**src/rtl/spi_fill_pkg.sv**
```systemverilog
package spi_fill_pkg;

  localparam int LEN_W = 8;
  typedef logic [7:0]       byte_t;
  typedef logic [LEN_W-1:0] len_t;

  // control slots (low address bits inside the control region)
  localparam logic [2:0] SLOT_MODE  = 3'd0;
  localparam logic [2:0] SLOT_TXLEN = 3'd1;
  localparam logic [2:0] SLOT_RXLEN = 3'd2;
  localparam logic [2:0] SLOT_DEF   = 3'd3;
  localparam logic [2:0] SLOT_OVR   = 3'd4;
  localparam logic [2:0] SLOT_READY = 3'd5;
  localparam logic [2:0] SLOT_TXCNT = 3'd6;
  localparam logic [2:0] SLOT_RXCNT = 3'd7;

  // address regions (top two address bits)
  localparam logic [1:0] REGION_CTRL  = 2'd0;
  localparam logic [1:0] REGION_TXBUF = 2'd1;
  localparam logic [1:0] REGION_RXBUF = 2'd2;

  localparam byte_t DEF_RESET = 8'hAA;
  localparam byte_t OVR_RESET = 8'h55;

  typedef struct packed {
    logic cpol;
    logic cpha;
  } spi_mode_t;

  // edge that opens a bit cell for the given polarity
  function automatic logic lead_edge(spi_mode_t m, logic rise, logic fall);
    return m.cpol ? fall : rise;
  endfunction

  function automatic logic trail_edge(spi_mode_t m, logic rise, logic fall);
    return m.cpol ? rise : fall;
  endfunction

  function automatic len_t clamp_len(len_t len, len_t limit);
    return (len > limit) ? limit : len;
  endfunction

  function automatic len_t sat_inc(len_t v);
    return (v == '1) ? v : v + 1'b1;
  endfunction

  // selects the byte placed on MISO for outgoing slot idx
  function automatic byte_t pick_byte(logic owned, len_t idx, len_t len,
                                      byte_t buf_b, byte_t def_b, byte_t ovr_b);
    if (!owned)
      return def_b;
    else if (idx < len)
      return buf_b;
    else
      return ovr_b;
  endfunction

endpackage

```
**src/rtl/spi_fill_sync.sv**
```systemverilog
module spi_fill_sync #(
  parameter int               WIDTH     = 3,
  parameter int               STAGES    = 2,
  parameter logic [WIDTH-1:0] RESET_VAL = '0
) (
  input  logic             clk,
  input  logic             rst_n,
  input  logic [WIDTH-1:0] d,
  output logic [WIDTH-1:0] q
);

  logic [WIDTH-1:0] stage [STAGES];

  genvar s;
  generate
    for (s = 0; s < STAGES; s++) begin : g_stage
      if (s == 0) begin : g_first
        always_ff @(posedge clk or negedge rst_n)
          if (!rst_n) stage[0] <= RESET_VAL;
          else        stage[0] <= d;
      end else begin : g_next
        always_ff @(posedge clk or negedge rst_n)
          if (!rst_n) stage[s] <= RESET_VAL;
          else        stage[s] <= stage[s-1];
      end
    end
  endgenerate

  assign q = stage[STAGES-1];

endmodule

```
**src/rtl/spi_fill_regs.sv**
```systemverilog
module spi_fill_regs
  import spi_fill_pkg::*;
#(
  parameter int DEPTH  = 16,
  parameter int ADDR_W = 6
) (
  input  logic              clk,
  input  logic              rst_n,
  input  logic              reg_we,
  input  logic [ADDR_W-1:0] reg_addr,
  input  byte_t             reg_wdata,
  output byte_t             reg_rdata,
  output spi_mode_t         cfg_mode,
  output len_t              txlen_eff,
  output len_t              rxlen_eff,
  output byte_t             def_b,
  output byte_t             ovr_b,
  output logic              ready,
  input  len_t              tx_idx,
  output byte_t             tx_data,
  input  logic              rx_we,
  input  len_t              rx_widx,
  input  byte_t             rx_wdata,
  input  logic              release_own,
  input  len_t              last_tx,
  input  len_t              last_rx
);

  localparam int IDX_W  = $clog2(DEPTH);
  localparam int SLOT_W = ADDR_W - 2;

  logic [1:0]        region;
  logic [SLOT_W-1:0] slot;
  logic              slot_ok;

  spi_mode_t mode_r;
  len_t      txlen_r, rxlen_r;
  byte_t     def_r, ovr_r;
  logic      ready_r;
  byte_t     tx_mem [DEPTH];
  byte_t     rx_mem [DEPTH];

  assign region  = reg_addr[ADDR_W-1 -: 2];
  assign slot    = reg_addr[SLOT_W-1:0];
  assign slot_ok = 32'(slot) < 32'(DEPTH);

  always_ff @(posedge clk or negedge rst_n) begin
    if (!rst_n) begin
      mode_r  <= '0;
      txlen_r <= '0;
      rxlen_r <= '0;
      def_r   <= DEF_RESET;
      ovr_r   <= OVR_RESET;
      ready_r <= 1'b0;
      for (int i = 0; i < DEPTH; i++) begin
        tx_mem[i] <= '0;
        rx_mem[i] <= '0;
      end
    end else begin
      if (reg_we) begin
        if (region == REGION_CTRL) begin
          case (slot[2:0])
            SLOT_MODE:  mode_r  <= spi_mode_t'(reg_wdata[1:0]);
            SLOT_TXLEN: txlen_r <= reg_wdata;
            SLOT_RXLEN: rxlen_r <= reg_wdata;
            SLOT_DEF:   def_r   <= reg_wdata;
            SLOT_OVR:   ovr_r   <= reg_wdata;
            SLOT_READY: ready_r <= reg_wdata[0];
            default: ;
          endcase
        end else if (region == REGION_TXBUF && slot_ok) begin
          tx_mem[slot[IDX_W-1:0]] <= reg_wdata;
        end
      end
      if (release_own)
        ready_r <= 1'b0;
      if (rx_we && 32'(rx_widx) < 32'(DEPTH))
        rx_mem[rx_widx[IDX_W-1:0]] <= rx_wdata;
    end
  end

  assign cfg_mode  = mode_r;
  assign txlen_eff = clamp_len(txlen_r, len_t'(DEPTH));
  assign rxlen_eff = clamp_len(rxlen_r, len_t'(DEPTH));
  assign def_b     = def_r;
  assign ovr_b     = ovr_r;
  assign ready     = ready_r;
  assign tx_data   = (32'(tx_idx) < 32'(DEPTH)) ? tx_mem[tx_idx[IDX_W-1:0]] : '0;

  always_comb begin
    reg_rdata = '0;
    case (region)
      REGION_CTRL: begin
        case (slot[2:0])
          SLOT_MODE:  reg_rdata = {6'd0, mode_r};
          SLOT_TXLEN: reg_rdata = txlen_r;
          SLOT_RXLEN: reg_rdata = rxlen_r;
          SLOT_DEF:   reg_rdata = def_r;
          SLOT_OVR:   reg_rdata = ovr_r;
          SLOT_READY: reg_rdata = {7'd0, ready_r};
          SLOT_TXCNT: reg_rdata = last_tx;
          SLOT_RXCNT: reg_rdata = last_rx;
          default:    reg_rdata = '0;
        endcase
      end
      REGION_TXBUF: if (slot_ok) reg_rdata = tx_mem[slot[IDX_W-1:0]];
      REGION_RXBUF: if (slot_ok) reg_rdata = rx_mem[slot[IDX_W-1:0]];
      default:      reg_rdata = '0;
    endcase
  end

endmodule

```
**src/rtl/spi_fill_engine.sv**
```systemverilog
module spi_fill_engine
  import spi_fill_pkg::*;
#(
  parameter int SETUP_CYC = 1775
) (
  input  logic      clk,
  input  logic      rst_n,
  input  logic      cs_n_s,
  input  logic      sck_s,
  input  logic      mosi_s,
  input  spi_mode_t cfg_mode,
  input  len_t      txlen_eff,
  input  len_t      rxlen_eff,
  input  byte_t     def_b,
  input  byte_t     ovr_b,
  input  logic      ready,
  output len_t      tx_idx,
  input  byte_t     tx_data,
  output logic      rx_we,
  output len_t      rx_widx,
  output byte_t     rx_wdata,
  output logic      release_own,
  output logic      miso,
  output logic      miso_oe,
  output logic      xfer_done,
  output len_t      last_tx,
  output len_t      last_rx,
  output logic      start_ev,
  output logic      end_ev,
  output logic      samp_ev,
  output logic      shift_ev,
  output logic      active,
  output spi_mode_t mode_q
);

  localparam int GAP_W = (SETUP_CYC > 0) ? $clog2(SETUP_CYC + 1) : 1;

  logic             cs_q, sck_q;
  logic [GAP_W-1:0] gap_cnt;
  logic             owned;
  byte_t            tx_sh;
  logic [6:0]       rx_sh;
  logic [2:0]       bit_cnt, sh_cnt;
  len_t             next_idx, byte_cnt, tx_cnt;
  logic             sck_rise, sck_fall, edges_ok, byte_done, load_slot;
  byte_t            next_byte;

  assign sck_rise = ~sck_q & sck_s;
  assign sck_fall = sck_q & ~sck_s;
  assign start_ev = cs_q & ~cs_n_s;
  assign end_ev   = active & ~cs_q & cs_n_s;
  assign edges_ok = active & ~cs_n_s & (gap_cnt == '0);

  // CPHA=0 samples on the leading edge, CPHA=1 on the trailing edge
  assign samp_ev  = edges_ok & (mode_q.cpha ? trail_edge(mode_q, sck_rise, sck_fall)
                                            : lead_edge(mode_q, sck_rise, sck_fall));
  assign shift_ev = edges_ok & (mode_q.cpha ? lead_edge(mode_q, sck_rise, sck_fall)
                                            : trail_edge(mode_q, sck_rise, sck_fall));

  assign byte_done = samp_ev & (bit_cnt == 3'd7);
  // CPHA=1 loads on the first shift edge of a byte, CPHA=0 on the eighth
  assign load_slot = mode_q.cpha ? (sh_cnt == 3'd0) : (sh_cnt == 3'd7);

  assign tx_idx    = start_ev ? '0 : next_idx;
  assign next_byte = pick_byte(start_ev ? ready : owned, tx_idx, txlen_eff,
                               tx_data, def_b, ovr_b);

  assign rx_we       = byte_done & owned & (byte_cnt < rxlen_eff);
  assign rx_widx     = byte_cnt;
  assign rx_wdata    = {rx_sh, mosi_s};
  assign release_own = end_ev & owned;

  assign miso    = active & tx_sh[7];
  assign miso_oe = active;

  always_ff @(posedge clk or negedge rst_n) begin
    if (!rst_n) begin
      cs_q      <= 1'b1;
      sck_q     <= 1'b0;
      gap_cnt   <= '0;
      active    <= 1'b0;
      owned     <= 1'b0;
      mode_q    <= '0;
      tx_sh     <= '0;
      rx_sh     <= '0;
      bit_cnt   <= '0;
      sh_cnt    <= '0;
      next_idx  <= '0;
      byte_cnt  <= '0;
      tx_cnt    <= '0;
      last_tx   <= '0;
      last_rx   <= '0;
      xfer_done <= 1'b0;
    end else begin
      cs_q      <= cs_n_s;
      sck_q     <= sck_s;
      xfer_done <= end_ev;
      if (gap_cnt != '0)
        gap_cnt <= gap_cnt - 1'b1;

      if (start_ev) begin
        active   <= 1'b1;
        owned    <= ready;
        mode_q   <= cfg_mode;
        gap_cnt  <= GAP_W'(SETUP_CYC);
        tx_sh    <= next_byte;
        next_idx <= cfg_mode.cpha ? len_t'(0) : len_t'(1);
        sh_cnt   <= '0;
        bit_cnt  <= '0;
        byte_cnt <= '0;
        tx_cnt   <= '0;
        rx_sh    <= '0;
      end else if (end_ev) begin
        active  <= 1'b0;
        owned   <= 1'b0;
        last_tx <= tx_cnt;
        last_rx <= byte_cnt;
      end else begin
        if (shift_ev) begin
          if (load_slot) begin
            tx_sh    <= next_byte;
            next_idx <= sat_inc(next_idx);
          end else begin
            tx_sh <= {tx_sh[6:0], 1'b0};
          end
          sh_cnt <= sh_cnt + 3'd1;
        end
        if (samp_ev) begin
          rx_sh   <= {rx_sh[5:0], mosi_s};
          bit_cnt <= bit_cnt + 3'd1;
          if (byte_done) begin
            byte_cnt <= sat_inc(byte_cnt);
            if (owned && byte_cnt < txlen_eff)
              tx_cnt <= sat_inc(tx_cnt);
          end
        end
      end
    end
  end

endmodule

```
**src/rtl/spi_fill_slave.sv**
```systemverilog
module spi_fill_slave
  import spi_fill_pkg::*;
#(
  parameter int DEPTH       = 16,
  parameter int ADDR_W      = 6,
  parameter int SETUP_CYC   = 1775,
  parameter int SYNC_STAGES = 2
) (
  input  logic              clk,
  input  logic              rst_n,
  input  logic              spi_sck,
  input  logic              spi_cs_n,
  input  logic              spi_mosi,
  output logic              spi_miso,
  output logic              spi_miso_oe,
  input  logic              reg_we,
  input  logic [ADDR_W-1:0] reg_addr,
  input  logic [7:0]        reg_wdata,
  output logic [7:0]        reg_rdata,
  output logic              xfer_done
);

  logic [2:0] pins_s;
  logic       cs_n_s, sck_s, mosi_s;

  spi_mode_t cfg_mode, eng_mode;
  len_t      txlen_eff, rxlen_eff, tx_idx, rx_widx, last_tx, last_rx;
  byte_t     def_b, ovr_b, tx_data, rx_wdata;
  logic      ready, rx_we, release_own;
  logic      eng_start, eng_end, eng_samp, eng_shift, eng_active;

  spi_fill_sync #(
    .WIDTH    (3),
    .STAGES   (SYNC_STAGES),
    .RESET_VAL(3'b100)
  ) u_sync (
    .clk  (clk),
    .rst_n(rst_n),
    .d    ({spi_cs_n, spi_sck, spi_mosi}),
    .q    (pins_s)
  );

  assign cs_n_s = pins_s[2];
  assign sck_s  = pins_s[1];
  assign mosi_s = pins_s[0];

  spi_fill_regs #(
    .DEPTH (DEPTH),
    .ADDR_W(ADDR_W)
  ) u_regs (
    .clk        (clk),
    .rst_n      (rst_n),
    .reg_we     (reg_we),
    .reg_addr   (reg_addr),
    .reg_wdata  (reg_wdata),
    .reg_rdata  (reg_rdata),
    .cfg_mode   (cfg_mode),
    .txlen_eff  (txlen_eff),
    .rxlen_eff  (rxlen_eff),
    .def_b      (def_b),
    .ovr_b      (ovr_b),
    .ready      (ready),
    .tx_idx     (tx_idx),
    .tx_data    (tx_data),
    .rx_we      (rx_we),
    .rx_widx    (rx_widx),
    .rx_wdata   (rx_wdata),
    .release_own(release_own),
    .last_tx    (last_tx),
    .last_rx    (last_rx)
  );

  spi_fill_engine #(
    .SETUP_CYC(SETUP_CYC)
  ) u_engine (
    .clk        (clk),
    .rst_n      (rst_n),
    .cs_n_s     (cs_n_s),
    .sck_s      (sck_s),
    .mosi_s     (mosi_s),
    .cfg_mode   (cfg_mode),
    .txlen_eff  (txlen_eff),
    .rxlen_eff  (rxlen_eff),
    .def_b      (def_b),
    .ovr_b      (ovr_b),
    .ready      (ready),
    .tx_idx     (tx_idx),
    .tx_data    (tx_data),
    .rx_we      (rx_we),
    .rx_widx    (rx_widx),
    .rx_wdata   (rx_wdata),
    .release_own(release_own),
    .miso       (spi_miso),
    .miso_oe    (spi_miso_oe),
    .xfer_done  (xfer_done),
    .last_tx    (last_tx),
    .last_rx    (last_rx),
    .start_ev   (eng_start),
    .end_ev     (eng_end),
    .samp_ev    (eng_samp),
    .shift_ev   (eng_shift),
    .active     (eng_active),
    .mode_q     (eng_mode)
  );

endmodule

```
**config.mk**
```make
export PLATFORM = sky130hd
export DESIGN_NAME = spi_fill_slave
export DESIGN_NICKNAME = d
export VERILOG_FILES = /design/src/rtl/spi_fill_pkg.sv /design/src/rtl/spi_fill_sync.sv /design/src/rtl/spi_fill_regs.sv /design/src/rtl/spi_fill_engine.sv /design/src/rtl/spi_fill_slave.sv
export SDC_FILE = /design/constraint.sdc
export NUM_CORES = 1
export LEC_CHECK = 0
export CORE_MARGIN = 2
export CORE_UTILIZATION = 30
export DETAILED_ROUTE_END_ITERATION = 6
export SETUP_SLACK_MARGIN = 0.15
export SLEW_MARGIN = 20
export SYNTH_ARGS = -nofsm -noshare
export SYNTH_HDL_FRONTEND = slang
export SYNTH_SLANG_ARGS = --single-unit
```
**constraint.sdc**
```tcl
create_clock -name clk -period 6.9 [get_ports clk]
set_input_delay 0.69 -clock clk [delete_from_list [all_inputs] [get_ports clk]]
set_output_delay 0.69 -clock clk [all_outputs]
set_load 0.01 [all_outputs]
```
* Yosys cells after proc, flatten, opt, wreduce, memory -nomap -nowiden
Cells that the tools add are included.
** Storage, ports and cells
- Flip-flop bits (word level) :: 376
- Bits of input ports :: 20
- Logic and storage cells :: 217
** Operators by class
- Add/sub/neg operators :: 6
- Order comparisons :: 12
- Eq/ne operators :: 18
- Multiplexer cells :: 68
- Bitwise logic cells :: 23
- Reduce and logical (&&, ||, !) cells :: 32
** Operators with widths (count)
- 8-bit two-way mux :: 34
- 128-bit bitwise mux :: 2
- 8-bit binary-select mux with 4-bit select :: 3
- 8-bit demux with 4-bit select :: 2
- 8-bit case mux with 8 select lines :: 1
- 8-bit by 1-bit adder with 8-bit output (second input constant) :: 3
- 8-bit equality test (second input constant) :: 3
- 8-bit less-than comparator :: 3
- 8-bit case mux with 3 select lines :: 1
- 11-bit two-way mux :: 2
- 7-bit two-way mux :: 3
- 3-bit AND reduction :: 7
- 2-bit nonzero test :: 10
- 3-bit equality test (second input constant) :: 6
- 3-bit two-way mux :: 6
- 8-bit by 5-bit greater-than comparator with 1-bit output (second input constant) :: 2
- 8-bit by 5-bit less-than comparator with 1-bit output (second input constant) :: 2
- 5-bit >= comparator (second input constant) :: 3
- 4-bit NOT with 5-bit output :: 3
- 1-bit AND :: 14
- 1-bit two-way mux :: 14
- 11-bit logical NOT :: 1
- 11-bit nonzero test :: 1
- 11-bit by 1-bit subtractor with 11-bit output (second input constant) :: 1
- 14 further kinds :: 32

* Logic depth before layout (Yosys ltp)
Gate-level depths: netlist of the first run.
- Depth after elaboration :: 14
- Depth in mapped cells :: 16
- Mapped depth without buffers :: 10

* Hierarchy
Synthesis of the first run repeated with hierarchy kept, for this count alone.
** Unflattened totals
- Cell total of the unflattened synthesis :: 1600
- Area total of the unflattened synthesis :: 19839.0 µm²
** By module, submodules not included
- spi_fill_regs :: instances 1, cells an instance 1099, area an instance 15013.1 µm², seq. area each 7292.0 µm²
- spi_fill_engine :: instances 1, cells an instance 492, area an instance 4650.7 µm², seq. area each 1978.1 µm²
- spi_fill_sync :: instances 1, cells an instance 9, area an instance 175.2 µm², seq. area each 152.6 µm²

* Worst setup path after synthesis of the first run
No wires, ideal clock.
- Path type :: reg2reg
- From :: register u_sync.stage, in the netlist u_sync.q[2]
- To :: register u_engine.tx_sh[4]
- Library setup time :: 88 ps
- Arrival time :: 3713 ps
- Setup slack :: 3099 ps
- Stages on the path, launching flop included :: 16
- Clock period less this slack :: 3801 ps
- Cell sequence :: dfstp_2 -> nand2b_1 -> clkbuf_1 -> clkbuf_1 -> buf_1 -> clkbuf_1 -> clkbuf_1 -> and2_1 -> ha_1 -> o21ai_0 -> nor2_1 -> a2111o_1 -> buf_2 -> a21oi_1 -> o21ai_0 -> a41oi_1
** Between the ends
- Cells in the longest elaborated chain, start to end :: 14
- Elaborated cells on any way between the ends :: 24
** Ends and longest elaborated chain
- start, declared :: line spi_fill_sync.sv:12 : logic [WIDTH-1:0] stage [STAGES];
- start signal, assigned by index :: line spi_fill_sync.sv:24 : else stage[s] <= stage[s-1];
- 1-bit NOT :: line spi_fill_engine.sv:50, spi_fill_engine.sv:52
- 1-bit AND :: line spi_fill_engine.sv:50 : assign start_ev = cs_q & ~cs_n_s;
- 8-bit two-way mux :: line spi_fill_engine.sv:64 : assign tx_idx = start_ev ? '0 : next_idx;
- 4-bit NOT with 5-bit output (not written as such) :: line spi_fill_regs.sv:88 : assign tx_data = (32'(tx_idx) < 32'(DEPTH)) ? tx_mem[tx_idx[IDX_W-1:0]] : '0;
- 8-bit binary-select mux with 4-bit select :: line spi_fill_regs.sv:88
- 8-bit two-way mux (not written as such) (2 in a row) :: line spi_fill_regs.sv:88
- 8-bit two-way mux :: line spi_fill_regs.sv:88
- 8-bit two-way mux :: line spi_fill_pkg.sv:52 : else if (idx < len)
- 8-bit two-way mux :: line spi_fill_pkg.sv:50 : if (!owned)
- 8-bit two-way mux :: line spi_fill_engine.sv:120 : if (load_slot) begin
- 8-bit two-way mux :: line spi_fill_engine.sv:119 : if (shift_ev) begin
- 8-bit two-way mux :: line spi_fill_engine.sv:113 : end else if (end_ev) begin
- 8-bit two-way mux :: line spi_fill_engine.sv:101 : if (start_ev) begin
- end signal, assigned :: line spi_fill_engine.sv:106 : tx_sh <= next_byte;
- end signal, assigned :: line spi_fill_engine.sv:121 : tx_sh <= next_byte;
- end signal, assigned :: line spi_fill_engine.sv:124 : tx_sh <= {tx_sh[6:0], 1'b0};
- end, declared :: line spi_fill_engine.sv:41 : byte_t tx_sh;
Several ways; a longest one is shown, not always the timed one. The select of a mux whose other input is x is not followed.
A chain may end at the register's enable or synchronous reset.

* Worst setup path after layout of the first run
- From :: input reg_addr[2]
- To :: output reg_rdata[3]
** Between the ends
- Cells in the longest elaborated chain, start to end :: 5
- Elaborated cells on any way between the ends :: 17
** Ends and longest elaborated chain
- start, declared :: line spi_fill_slave.sv:17 : input logic [ADDR_W-1:0] reg_addr,
- 4-bit NOT with 5-bit output (not written as such) :: line spi_fill_regs.sv:106, spi_fill_regs.sv:107
- 8-bit binary-select mux with 4-bit select, on equally long branches :: line spi_fill_regs.sv:107, spi_fill_regs.sv:106
- 8-bit two-way mux, on equally long branches (2 in a row) :: line spi_fill_regs.sv:107, spi_fill_regs.sv:106
- 8-bit case mux with 3 select lines (*) :: line spi_fill_regs.sv:92 : case (region)
- end, declared :: line spi_fill_slave.sv:19 : output logic [7:0] reg_rdata,
Mark *: on every way between the ends. The rest lies on a longest branch, timed or not. The select of a mux whose other input is x is not followed.

==> results of run 1 <==
-- worst min-delay path by stage --
| stage | from | to | slack, ps |
|---|---|---|---|
| after floorplan | u_sync.stage[3] | u_sync.q[0] | 330 |
| after CTS | rst_n | u_regs.rx_mem[74] | 120 |
| final | rst_n | u_regs.rx_mem[11] | 120 |
| after global placement | u_sync.stage[3] | u_sync.q[0] | 340 |
| after detailed placement | u_sync.stage[4] | u_sync.q[1] | 340 |
| after global routing | rst_n | u_regs.rx_mem[74] | 160 |
-- per-stage QoR --
step / worst slack (ps) / hold slack [ps]
2_1_floorplan: 3100 / 331
3_3_place_gp: 2520 / 339
3_5_place_dp: 2460 / 340
4_1_cts: 2460 / 117
5_1_grt: 2180 / 163
6_report: 2470 / 118
-- cells in the final DEF (no fill, tap or decap), types with 11 or more instances in the layout --
| master | n |
|---|---|
| sky130_fd_sc_hd__dfrtp_1 | 364 |
| sky130_fd_sc_hd__mux2_2 | 308 |
| sky130_fd_sc_hd__nand2_1 | 127 |
| sky130_fd_sc_hd__nor2_1 | 73 |
| sky130_fd_sc_hd__mux4_2 | 71 |
| sky130_fd_sc_hd__a21oi_1 | 46 |
| sky130_fd_sc_hd__mux2i_1 | 44 |
| sky130_fd_sc_hd__clkbuf_16 | 43 |
| sky130_fd_sc_hd__o21ai_0 | 40 |
| sky130_fd_sc_hd__ha_1 | 33 |
| sky130_fd_sc_hd__o22ai_1 | 29 |
| sky130_fd_sc_hd__clkdlybuf4s50_1 | 26 |
| sky130_fd_sc_hd__inv_1 | 23 |
| sky130_fd_sc_hd__buf_4 | 23 |
| sky130_fd_sc_hd__nand3_1 | 22 |
| sky130_fd_sc_hd__nor2b_1 | 19 |
| sky130_fd_sc_hd__nor3_1 | 15 |
| sky130_fd_sc_hd__o221ai_1 | 14 |
| sky130_fd_sc_hd__nand2b_1 | 12 |
| sky130_fd_sc_hd__o31ai_1 | 11 |
| sky130_fd_sc_hd__a22o_1 | 11 |
| sky130_fd_sc_hd__a221oi_1 | 11 |
| sky130_fd_sc_hd__and3_1 | 11 |
| sky130_fd_sc_hd__nor3_4 | 11 |
| sky130_fd_sc_hd__clkbuf_8 | 11 |
| sky130_fd_sc_hd__dfstp_2 | 11 |
-- per-layer routing --
layer  wire length (um)  vias to the layer above  track usage (%)
met2              24200                      371             24.8
met3               3200                       83             3.49
li1                   -                     5834                -
met5                 39                        -                0
met4               1160                        6             4.21
met1              23600                     6824             21.9
-- cell type report --
type                       count  area, um2  share of cell area (%)
multi-input combinational   1063       9590                    43.2
clock buffer                  63       1260                    5.68
inverter                      25       93.8                   0.423
timing repair buffer          52        473                    2.13
tap                          855       1070                    4.82
sequential                   376       9420                    42.4
clock inverter                17        297                    1.34
-- power groups by stage --
stage | clock network, mW | logic [mW] | registers [mW]
2_1_floorplan | 0 | 0.654 | 2.52
3_3_place_gp | 0 | 0.914 | 2.59
3_5_place_dp | 0 | 0.932 | 2.60
4_1_cts | 2.57 | 0.937 | 2.56
5_1_grt | 2.65 | 1.02 | 2.58
6_report | 2.51 | 0.934 | 2.57
-- kinds of logic (layout without fill, tap and decap cells) --
| group | count (synthesis) | count (layout) | synth area share [%] |
|---|---|---|---|
| muxes | 426 | 426 | 28.5 |
| DFF | 376 | 376 | 48.4 |
| and+or+nand+nor | 349 | 349 | 9.62 |
| AOI/OAI and AO/OA | 232 | 232 | 8.18 |
| buffers and inverters | 126 | 157 | 2.49 |
| adders and majority gates | 33 | 33 | 2.12 |
| xor gates and xnor gates | 14 | 14 | 0.630 |
| other | 1 | 9 | 0.0193 |
-- flip-flops by register name, indices dropped and copies added (netlist names), 2 cells and up --
| register | count |
|---|---|
| u_engine.sh_cnt | 3 |
| u_engine.tx_sh | 8 |
| u_engine.gap_cnt | 11 |
| u_regs.txlen_r | 8 |
| u_engine.next_idx | 8 |
| u_engine.rx_sh | 7 |
| u_engine.last_rx | 8 |
| u_regs.def_b | 8 |
| u_engine.tx_cnt | 8 |
| u_sync.q | 3 |
| u_regs.rxlen_r | 8 |
| u_regs.tx_mem | 128 |
| u_engine.last_tx | 8 |
| u_sync.stage | 3 |
| u_regs.cfg_mode | 2 |
| u_engine.bit_cnt | 3 |
| u_engine.mode_q | 2 |
| u_regs.rx_mem | 128 |
| u_engine.rx_widx | 8 |
| u_regs.ovr_b | 8 |
==> implementation parameters, run 1 <==
Parameter                              Value

Global routing
  Number of global-route vias before repair    13449
  Number of antenna violations at the first check in global routing    3
  Total global routing overflow    0
  Combined global-route utilization of all metal layers    15.7%
  Pin count of the biggest net entering global routing    172
  Wire length of the first global-routing pass    82100 um

Floorplan
  Num rows    93
  Placeable core region    0.0642 mm2
  Number of top-level design ports    31
  Die boundary width    259 um
  Floorplan die height    259 um
  Floorplan die area    0.0669 mm2
  Starting density of the core    30.3%

Synthesis
  Unique masters post-synth    70
  Area fraction of the dominant cell type after synthesis    47.0%
  Main area contributors after synthesis    sky130_fd_sc_hd__dfrtp_1 47%, sky130_fd_sc_hd__mux2_2 18%, sky130_fd_sc_hd__mux4_2 8.2%
  Average cell area after synthesis    12.5 um2
  Commonest cells in the synthesized netlist    365 x sky130_fd_sc_hd__dfrtp_1, 308 x sky130_fd_sc_hd__mux2_2, 127 x sky130_fd_sc_hd__nand2_1, 74 x sky130_fd_sc_hd__clkbuf_1, 73 x sky130_fd_sc_hd__nor2_1
  Synth Register Bits    376
  Asr flop ratio synth    100%
  Sequential share of the synthesized area    48.4%
  YS warnings    0
  Post-synth EDFFs    0
  Post-synthesis cell count    1557
  Post-synthesis cell type with the largest combined area    sky130_fd_sc_hd__dfrtp_1
  Mapped cell area    0.0195 mm2
  Primary FF master, synth    sky130_fd_sc_hd__dfrtp_1
  Dominant cell by count in the synthesized netlist    sky130_fd_sc_hd__dfrtp_1

Setup path
  Stage delay of the slowest cell on the critical path    920 ps
  Cell family with the largest share of critical-path delay    buffers and inverters
  Reg-to-reg critical path endpoint    u_engine.tx_sh[4]
  Startpoint Class    input pin
  Number of gates on the worst path with buffers counted    9
  Critical Setup Path Class    input pin to output port
  Cell with the largest stage delay on the worst path    sky130_fd_sc_hd__clkdlybuf4s50_1
  Cell occurring most often along the worst timing path    sky130_fd_sc_hd__clkdlybuf4s50_1
  Path depth of the worst reg2reg path    12
  Required time at the worst-slack endpoint    6210 ps
  Crit path buf inv count    3
  Start point of the critical path    reg_addr[2]
  Crit Reg-Reg Startpoint    u_sync.q[2]
  Worst setup path endpoint    reg_rdata[3]
  Data arrival at the endpoint of the critical path    3740 ps
  Biggest fanout along the worst timing path    17
  Endpoint class of the critical path    output port
  Cells along the critical path    clkdlybuf4s50_1, buf_4, nor2b_1, a22oi_1, nor2_1, a21oi_1, o22ai_1, o31a_1, clkdlybuf4s50_1
  Flop2flop setup slack    2860 ps

Detailed routing
  Final antenna-violating net count    0
  DR WL/cell    21.3 um
  DRC Markers    0
  Length of the first detailed-routing pass in iterations    5
  Routed wire length    52200 um
  Total via count in the routed design    13118
  Post-DR vias/cell    5.35
  DRT iter0 DRCs    1160

Clocking
  Clock latency on the worst-skew pair    590 ps
  Clock tree from TritonCTS    done
  Hold Buf Count CTS    0
  # resized after CTS    0
  Number of levels the H-tree was split into    2
  Clock slew at the register clock pins of the worst setup and hold paths    60 ps
  Cell chosen for the clock root    sky130_fd_sc_hd__clkbuf_16
  Postcts setup bufs    0
  Number of sinks handled by clock tree synthesis    376
  Worst-case clock buffer depth    3
  CTS buffer count    43

Timing
  Setup repair after global routing missed its margin    false
  Final critical path time including I/O delays and setup    4430 ps
  Setup total negative slack    0 ps
  Highest clock frequency the design can meet    0.226 GHz
  Max-slew violation count    0
  Worst-Margin Slew    1160 ps
  Final setup skew    26.0 ps
  Final cycle utilization of the critical path    64.2%
  Final-report hold violation count    0
  Number of setup violations in the final report    0
  Worst slew margin relative to its limit    22.4%

Power and ir drop
  Switching share of total power    27.8%
  Post-layout power    6.01 mW
  Part of the total power dissipated in sequential elements    42.7%
  P_sw    1.67 mW
  Proportion of power drawn by combinational gates    15.5%
  Leakage    9.93 nW
  Max rail drop VDD    192 uV
  Internal portion of total power    4.34 mW
  Total power per unit cell area    271 mW/mm2
  Clock network power share    41.8%

Status
  Run status    finished clean

Placed design
  Number of input and output port buffers inserted    30
  Placed cell count    2371
  Sum of net half-perimeters after detailed placement    35800 um
  Routability cong.    0.880
  Cell area after placement    0.0206 mm2

Cells and area
  Fin nets    1614
  Fraction of final layout cells with drive strength greater than 1    32.4%
  Fill cell total of the finished layout    6255
  Layout Cells excl Fill    2451
  Final cell area excluding filler cells    0.0222 mm2
  N_diodes    0
  Layout area overhead    14.2%
  Layout Utilization    34.6%

Min path
  Min-Delay Path Class    input pin to async pin

Run
  Number of max-cap violations    0
(Power assumes the default switching activity.)
==> inputs of run 2 (changes only) <==
- clock period: 6.9 -> 4.6 ns (I/O delays scaled with it)
==> implementation parameters, run 2 (synthesis gave the netlist of run 1 again) <==
Parameter                              Value

Setup path
  Data arrival at the endpoint of the critical path    3410 ps
  Critical Setup Path Class    input pin to output port
  Biggest fanout along the worst timing path    36
  Path depth of the worst reg2reg path    9
  Reg-to-reg critical path endpoint    u_regs.rx_mem[126]
  Flop2flop setup slack    880 ps
  Endpoint class of the critical path    output port
  Required time at the worst-slack endpoint    4140 ps
  Startpoint Class    input pin
  Crit Reg-Reg Startpoint    u_engine.gap_cnt[0]

Run
  Number of max-cap violations    0

Status
  Run status    finished clean

Placed design
  Sum of net half-perimeters after detailed placement    36500 um
  Placed cell count    2389
  Cell area after placement    0.0208 mm2
  Routability cong.    0.905
  Post-placement worst setup slack    768 ps
  Number of input and output port buffers inserted    30

Global routing
  Wire length of the first global-routing pass    83200 um
  Total global routing overflow    0
  Combined global-route utilization of all metal layers    16.0%
  Pin count of the biggest net entering global routing    141
  Number of antenna violations at the first check in global routing    2
  Number of global-route vias before repair    13593

Floorplan
  Floorplan die height    259 um
  Num rows    93
  Floorplan die area    0.0669 mm2
  Die boundary width    259 um
  Number of top-level design ports    31
  Placeable core region    0.0642 mm2
  Starting density of the core    30.3%

Min path
  Hold Startpoint    spi_mosi
  Hold path depth    1
  Min-Delay Path Class    input pin to flop
  Hold path endpoint    u_sync.stage[3]

Clocking
  Cell chosen for the clock root    sky130_fd_sc_hd__clkbuf_16
  Clock tree from TritonCTS    done
  Clock slew at the register clock pins of the worst setup and hold paths    60 ps
  # resized after CTS    0
  Number of sinks handled by clock tree synthesis    376
  CTS buffer count    44
  Number of levels the H-tree was split into    2
  Worst-case clock buffer depth    3
  Clock latency on the worst-skew pair    590 ps

Timing
  Final-report hold violation count    0
  Crit path setup slack, layout    727 ps
  Number of setup violations in the final report    0
  Worst slew margin relative to its limit    18.2%
  Final setup skew    21.9 ps
  Final cycle utilization of the critical path    84.2%
  Setup total negative slack    0 ps
  Hold Slack    313 ps
  Final critical path time including I/O delays and setup    3870 ps
  Highest clock frequency the design can meet    0.258 GHz
  Worst-Margin Slew    1220 ps
  Max-slew violation count    0
  Setup repair after global routing missed its margin    false

Cells and area
  Final cell area excluding filler cells    0.0224 mm2
  Fin nets    1634
  Register area    0.00942 mm2
  Leading cell type in the layout, fill and taps excluded    sky130_fd_sc_hd__dfrtp_1
  Registers with the highest flip-flop counts    u_regs.rx_mem: 128 flops, u_regs.tx_mem: 128 flops, u_engine.gap_cnt: 11 flops
  Layout Cells excl Fill    2470
  N_diodes    0
  Layout area overhead    15.0%
  Fraction of final layout cells with drive strength greater than 1    33.3%
  Area of combinational cells with multiple inputs    0.00959 mm2
  Most frequent cells in the layout    364 x sky130_fd_sc_hd__dfrtp_1, 308 x sky130_fd_sc_hd__mux2_2, 127 x sky130_fd_sc_hd__nand2_1
  Fill cell total of the finished layout    6288

Detailed routing
  Post-DR vias/cell    5.39
  Routed met1 length    24700 um
  Routed wire length    53200 um
  Detail Route met2 WL    24400 um
  Final antenna-violating net count    0
  Length of the first detailed-routing pass in iterations    5
  DRT iter0 DRCs    924
  Top Layer Used    met5
  Met3 layer wire length in the routed design    3000 um
  Total via count in the routed design    13320
  DRC Markers    0
  DR WL/cell    21.5 um

Power and ir drop
  Max rail drop VDD    242 uV
  Leakage    10.0 nW
  Total power per unit cell area    404 mW/mm2
[run 2: worst max-delay path by stage]
stage	start	endpoint	cells past startpoint
floorplan	u_sync.q[2]	u_engine.tx_sh[4]	15
global placement	reg_addr[0]	reg_rdata[3]	7
detailed placement	reg_addr[0]	reg_rdata[3]	7
CTS	reg_addr[0]	reg_rdata[3]	7
global route	reg_addr[0]	reg_rdata[4]	9
finish	reg_addr[0]	reg_rdata[4]	9
[run 2: cell type report]
cell class / instances / area share (%)
flip-flops and latches: 376 / 42.1
well taps: 855 / 4.78
inverters: 25 / 0.419
multi-input cells: 1063 / 42.9
clock buffers: 67 / 6.02
clock inverters: 13 / 0.984
repair buffers: 71 / 2.82
[run 2: worst max-delay path, stage by stage]
cell                              delay (ps)
sky130_fd_sc_hd__buf_4                   570
sky130_fd_sc_hd__buf_4                   460
sky130_fd_sc_hd__nor2b_1                 400
sky130_fd_sc_hd__a221oi_1                160
sky130_fd_sc_hd__a31oi_1                 190
sky130_fd_sc_hd__a21oi_1                  80
sky130_fd_sc_hd__nor2_1                  190
sky130_fd_sc_hd__o31a_1                  280
sky130_fd_sc_hd__clkdlybuf4s50_1         580
[run 2: what timing repair did]
action                                 CTS  global route
hold buffers                             1             0
buffers inserted                         0             0
endpoints found under the hold margin   80             0
[run 2: where the power goes]
| part | switching [mW] | internal (mW) | total (mW) |
|---|---|---|---|
| clock | 1.44 | 2.30 | 3.75 |
| sequential | 0.266 | 3.59 | 3.85 |
| combinational | 0.808 | 0.628 | 1.44 |
| total | 2.51 | 6.52 | 9.04 |
[run 2: metrics by stage]
step,power [mW],utilization (%)
finish,9.04,34.8
global route,9.40,34.8
CTS,9.10,34.8
detailed placement,5.32,32.4
global placement,5.27,32.4
floorplan,4.77,-
[run 2: routing by layer]
metal / vias to the layer above / GRT usage [%]
li1: 5862 / -
met1: 6987 / 22.9
met2: 392 / 25.0
met3: 75 / 3.09
met4: 4 / 3.87
met5: - / 0
